<file path="src/rtl/hbpwm_pkg.sv">
package hbpwm_pkg;
    // Default widths shared by the generator and its sub-units
    localparam int HB_TMR_W_DEF = 8;
    localparam int HB_DB_W_DEF  = 7;

    // Drive channel index used by the delay-unit generate loop
    typedef enum logic [0:0] {
        HB_CH_PRI = 1'b0,
        HB_CH_CMP = 1'b1
    } hb_chan_e;
endpackage

</file>
<file path="src/rtl/hbpwm_timebase.sv">
module hbpwm_timebase #(
    parameter int TMR_W = hbpwm_pkg::HB_TMR_W_DEF,
    parameter int DB_W  = hbpwm_pkg::HB_DB_W_DEF
) (
    input  logic             clk,
    input  logic             rst_n,
    input  logic             en,
    input  logic             tick,
    input  logic [TMR_W-1:0] period_in,
    input  logic [TMR_W-1:0] duty_in,
    input  logic [DB_W-1:0]  dead_in,
    output logic [TMR_W-1:0] timer_o,
    output logic [TMR_W-1:0] duty_o,
    output logic [DB_W-1:0]  dead_o
);
    typedef struct packed {
        logic [TMR_W-1:0] tmr;
        logic [TMR_W-1:0] duty;
        logic [DB_W-1:0]  dead;
    } tb_state_t;

    tb_state_t st_d, st_q;
    logic      wrap_d;

    assign wrap_d = en && tick && (st_q.tmr == period_in);

    always_comb begin
        st_d = st_q;
        if (!en) begin
            st_d.tmr  = '0;
            st_d.duty = duty_in;
            st_d.dead = dead_in;
        end else if (tick) begin
            if (wrap_d) begin
                st_d.tmr  = '0;
                st_d.duty = duty_in;
                st_d.dead = dead_in;
            end else begin
                st_d.tmr = st_q.tmr + 1'b1;
            end
        end
    end

    always_ff @(posedge clk or negedge rst_n) begin
        if (!rst_n) st_q <= '0;
        else        st_q <= st_d;
    end

    assign timer_o = st_q.tmr;
    assign duty_o  = st_q.duty;
    assign dead_o  = st_q.dead;

    // a matching tick brings the timer back to zero
    p_wrap_zero_r1: assert property (@(posedge clk) disable iff (!rst_n)
        wrap_d |=> (st_q.tmr == '0));

    // working copies only move on wrap or while disabled
    p_dbuf_hold_r7: assert property (@(posedge clk) disable iff (!rst_n)
        ($past(en) && !$past(wrap_d)) |-> ($stable(st_q.duty) && $stable(st_q.dead)));
endmodule

</file>
<file path="src/rtl/hbpwm_deadband.sv">
module hbpwm_deadband #(
    parameter int DB_W = hbpwm_pkg::HB_DB_W_DEF
) (
    input  logic            clk,
    input  logic            rst_n,
    input  logic            en,
    input  logic            tick,
    input  logic            nom_i,
    input  logic [DB_W-1:0] dead_i,
    output logic            drv_o
);
    localparam logic [DB_W-1:0] CNT_MAX = {DB_W{1'b1}};

    typedef struct packed {
        logic [DB_W-1:0] cnt;
    } db_state_t;

    db_state_t st_d, st_q;

    always_comb begin
        st_d = st_q;
        if (!en) begin
            st_d.cnt = '0;
        end else if (tick) begin
            if (!nom_i)                st_d.cnt = '0;
            else if (st_q.cnt != CNT_MAX) st_d.cnt = st_q.cnt + 1'b1;
        end
    end

    always_ff @(posedge clk or negedge rst_n) begin
        if (!rst_n) st_q <= '0;
        else        st_q <= st_d;
    end

    // turn-off follows the nominal wave at once; turn-on waits for the count
    assign drv_o = en && nom_i && (st_q.cnt >= dead_i);

    // with a nonzero delay, the drive can only rise after the nominal wave was already high
    p_late_rise_r4: assert property (@(posedge clk) disable iff (!rst_n)
        (en && $rose(drv_o) && (dead_i != '0)) |-> $past(nom_i));
endmodule

</file>
<file path="src/rtl/hbpwm_gen.sv">
module hbpwm_gen #(
    parameter int TMR_W = hbpwm_pkg::HB_TMR_W_DEF,
    parameter int DB_W  = hbpwm_pkg::HB_DB_W_DEF
) (
    input  logic             clk,
    input  logic             rst_n,
    input  logic             en,
    input  logic             tick,
    input  logic [TMR_W-1:0] period_in,
    input  logic [TMR_W-1:0] duty_in,
    input  logic [DB_W-1:0]  dead_in,
    output logic             out_pri,
    output logic             out_cmp
);
    import hbpwm_pkg::*;

    localparam int NCH = 2;

    logic [TMR_W-1:0] tmr_w;
    logic [TMR_W-1:0] duty_w;
    logic [DB_W-1:0]  dead_w;
    logic             pri_nom;
    logic [NCH-1:0]   nom_w;
    logic [NCH-1:0]   drv_w;

    hbpwm_timebase #(.TMR_W(TMR_W), .DB_W(DB_W)) u_tb (
        .clk       (clk),
        .rst_n     (rst_n),
        .en        (en),
        .tick      (tick),
        .period_in (period_in),
        .duty_in   (duty_in),
        .dead_in   (dead_in),
        .timer_o   (tmr_w),
        .duty_o    (duty_w),
        .dead_o    (dead_w)
    );

    assign pri_nom = (tmr_w < duty_w);

    for (genvar ch = 0; ch < NCH; ch++) begin : g_chan
        if (ch == int'(HB_CH_PRI)) begin : g_pri
            assign nom_w[ch] = pri_nom;
        end else begin : g_cmp
            assign nom_w[ch] = !pri_nom;
        end
        hbpwm_deadband #(.DB_W(DB_W)) u_db (
            .clk    (clk),
            .rst_n  (rst_n),
            .en     (en),
            .tick   (tick),
            .nom_i  (nom_w[ch]),
            .dead_i (dead_w),
            .drv_o  (drv_w[ch])
        );
    end

    assign out_pri = drv_w[HB_CH_PRI];
    assign out_cmp = drv_w[HB_CH_CMP];

    // the two switches are never commanded on together
    p_no_overlap_r9: assert property (@(posedge clk) disable iff (!rst_n)
        !(out_pri && out_cmp));

    // a disabled block drives nothing
    p_idle_off_r8: assert property (@(posedge clk) disable iff (!rst_n)
        !en |-> (!out_pri && !out_cmp));

    // zero delay gives exact complements
    p_zero_gap_r6: assert property (@(posedge clk) disable iff (!rst_n)
        (en && (dead_w == '0)) |-> (out_pri != out_cmp));
endmodule

</file>
<file path="config.mk">
export PLATFORM = sky130hd
export DESIGN_NAME = hbpwm_gen
export DESIGN_NICKNAME = d
export VERILOG_FILES = /design/src/rtl/hbpwm_pkg.sv /design/src/rtl/hbpwm_timebase.sv /design/src/rtl/hbpwm_deadband.sv /design/src/rtl/hbpwm_gen.sv
export SDC_FILE = /design/constraint.sdc
export NUM_CORES = 1
export LEC_CHECK = 0
export ABC_AREA = 1
export BUFFER_PORTS_ARGS = -buffer_cell sky130_fd_sc_hd__buf_2
export CELL_PAD_IN_SITES_DETAIL_PLACEMENT = 0
export CELL_PAD_IN_SITES_GLOBAL_PLACEMENT = 1
export CORE_ASPECT_RATIO = 1.1
export CORE_MARGIN = 2
export CORE_UTILIZATION = 49
export CTS_BUF_LIST = sky130_fd_sc_hd__clkbuf_4
export DETAILED_ROUTE_END_ITERATION = 7
export PLACE_DENSITY = 0.91
export SYNTH_ARGS = -nofsm -noshare
export SYNTH_HDL_FRONTEND = slang
export SYNTH_SLANG_ARGS = --single-unit
</file>
<file path="constraint.sdc">
create_clock -name clk -period 2.5 [get_ports clk]
set_clock_uncertainty 0.1 [all_clocks]
set_input_delay 0.25 -clock clk [delete_from_list [all_inputs] [get_ports clk]]
set_output_delay 0.25 -clock clk [all_outputs]
set_load 0.005 [all_outputs]
</file>
==> summary.txt <==
initial drt markers = 103
max-slew violation count = 0
hold buffer count at CTS = 4
status = complete, no violations
number of global-route vias before repair = 1889
post-synthesis register bit count = 37
CP peak stage delay = 450 ps
Antenna diodes = 0
Clock Tree Root = clkbuf_4
Yosys cell types = 36
chip height = 78.6 um
commonest non-fill, non-tap cell in the layout = nand2_1
initial antenna violation count = 0
clock sink count = 37
DRC = 0
clk buf depth = 2
syn_nets = 344
yosys warns = 0
GPL Wtd Cong = 0.811
DP Area = 2630 um2
reg2reg setup slack = 640 ps
Tightest Pin Transition = 841 ps
LEAKAGE = 1.41 nW
M3 GR Usage = 0.0372
Critical Path Start Type = flip-flop
Post-CTS Setup Inserts = 0
CTS tree = built
setup_tns = 0 ps
Crit-path slowest cell = dfrtp_1
Pwr Density = 469 nW/um2
critical setup path kind = reg -> out
TritonCTS Buffers = 5
PortBufs = 28
IO Pins = 29
final wirelength = 5090 um
WP buf/inv = 2
grt total ovfl = 0
normalized max-slew margin = 0.440
Achievable Freq = 0.442 GHz
first-pass GRT wire length = 8660 um
H-Tree Depth = 2
mean post-synth cell area = 8.46 um2
Worst path top cell family by delay = compound AO/OA/AOI/OAI gates
Final setup viols = 0
Arr. time, crit path = 1910 ps
via count = 2004
NumNets Final = 381
post-synthesis sequential area ratio = 0.374
busiest grt layer = met2
hold crit path type = in -> reg
worst hold slack = 6.59 ps
CP Data Required Time = 2150 ps
end-of-flow core utilization = 0.563
layout cells sized above 1 = 0.221
top post-synthesis cells by area = dfrtp_1 (37%), ha_1 (12%), nand2_1 (8.2%)
post-synth top area share = 0.374
core area = 4930 um2
endpoint type of the worst setup path = primary output
setup repair after global routing missed its margin = no
crit path cell chain = ha_1 > nand2_1 > o21a_1 > a21oi_2 > inv_1 > nor2_1 > buf_2
period utilization = 0.905
final hold violation count = 0
# resized after CTS = 0
final instance area = 2780 um2
placed wire-length estimate = 3950 um
TritonRoute pass-1 iters = 6
CP max FO = 5
Die ar. = 5640 um2
area grow syn2layout = 12.1%
Die X-Extent = 71.8 um
GRT Total Usage = 0.196
Synth Cell Area = 2480 um2
max-cap violations = 0
clock input transition at the sequential cells of the worst setup and hold paths = 120 ps
Initial Utilization = 0.503
GRT met1 Usage = 0.272
most frequent cells in the layout = nand2_1 (54), dfrtp_1 (37), inv_1 (32)
synthesized instance count = 293
Final ANT Viol Nets = 0
Core Rows = 27
Avg WL per Cell = 13.1 um
worst vdd ir = 0.198 mV
met2 Usage GRT = 0.311
vias per cell = 5.15
largest net degree at the start of global routing = 38
clk_lat worst skew = 340 ps
Synth area leader = dfrtp_1
clock period minus worst slack = 2260 ps
[worst register-to-register path: stages, from the launching register on]
cell	delay, ps
dfrtp_1	450
ha_1	320
nand2_1	70
inv_1	40
nor2_1	80
o21a_1	200
nand3_1	160
inv_1	150
nand2_1	110
o21ai_1	130
[where the power goes]
part | switching [W] | leakage, nW | internal [W]
logic | 0.000144 | 0.881 | 0.0000942
registers | 0.0000231 | 0.485 | 0.000631
clock network | 0.000205 | 0.0389 | 0.000207
total | 0.000371 | 1.41 | 0.000932
[sequential cells by signal (all words and copies together) (netlist names)]
register	flops
g_chan.u_db.st_q	14
u_tb.duty_o	8
u_tb.timer_o	8
u_tb.dead_o	7
[cell usage after synthesis]
| master | count |
|---|---|
| o21ai_2 | 11 |
| mux2i_1 | 1 |
| inv_2 | 5 |
| nor2_4 | 1 |
| nand3b_1 | 1 |
| nor3_2 | 3 |
| xor2_1 | 16 |
| buf_4 | 2 |
| nand3_1 | 19 |
| nor3b_1 | 1 |
| nand4_1 | 7 |
| nor2_2 | 1 |
| dfrtp_1 | 37 |
| ha_1 | 24 |
| a211oi_1 | 1 |
| or2_1 | 1 |
| nand2_1 | 54 |
| nor4_1 | 1 |
| a21oi_2 | 1 |
| a21oi_1 | 9 |
| buf_12 | 1 |
| inv_4 | 1 |
| buf_6 | 1 |
| xnor2_1 | 1 |
| o21a_1 | 3 |
| o21ai_1 | 6 |
| inv_1 | 32 |
| nand2_2 | 13 |
| a2bb2oi_1 | 1 |
| o21ai_0 | 9 |
| nand2_4 | 1 |
| nor2_1 | 24 |
| o221ai_1 | 1 |
| nand3_2 | 1 |
| buf_8 | 1 |
| nor3_1 | 1 |
[final cells by class]
type	count	area, um2
Clock buffer	5	37.5
Timing Repair Buffer	35	210
Sequential cell	37	926
Clock inverter	3	41.3
Multi-Input combinational cell	213	1350
Tap cell	58	72.6
Inverter	38	145
Fill cell	469	2150
[metrics by stage]
step | worst slack, ps | instances | total power [W]
floorplan | 792 | 293 | 0.000825
global placement | 647 | 374 | 0.000890
detailed placement | 620 | 374 | 0.000897
CTS | 220 | 386 | 0.00132
global route | 5.16 | 389 | 0.00139
finish | 239 | 389 | 0.00130
[metal layers]
metal / part of all wire / routed length (um) / up-vias
met4: 0.010 / 52 / 0
met3: 0.032 / 164 / 4
met2: 0.47 / 2380 / 27
met1: 0.49 / 2490 / 937
li1: - / - / 1036
met5: 0 / 0 / -
[kinds of logic after synthesis]
| kind of cell | share of synthesized area |
|---|---|
| xor+xnor | 0.0601 |
| flops | 0.374 |
| simple gates | 0.248 |
| mux | 0.00404 |
| buf+inv | 0.0833 |
| fa+ha+maj | 0.121 |
| compound gates | 0.110 |
[final timing paths]
path                                  from                     end  depth (start not counted)
max                        u_tb.timer_o[7]                 out_cmp                          7
min                             duty_in[6]          u_tb.duty_o[6]                          3
max reg2reg                u_tb.timer_o[7]  g_chan[0].u_db.st_q[5]                          9
min reg2reg                 u_tb.duty_o[0]          u_tb.duty_o[0]                          2
max in group asynchronous            rst_n         u_tb.timer_o[0]                          2
min in group asynchronous            rst_n          u_tb.dead_o[4]                          2
Power figures use the tool's default switching activity.
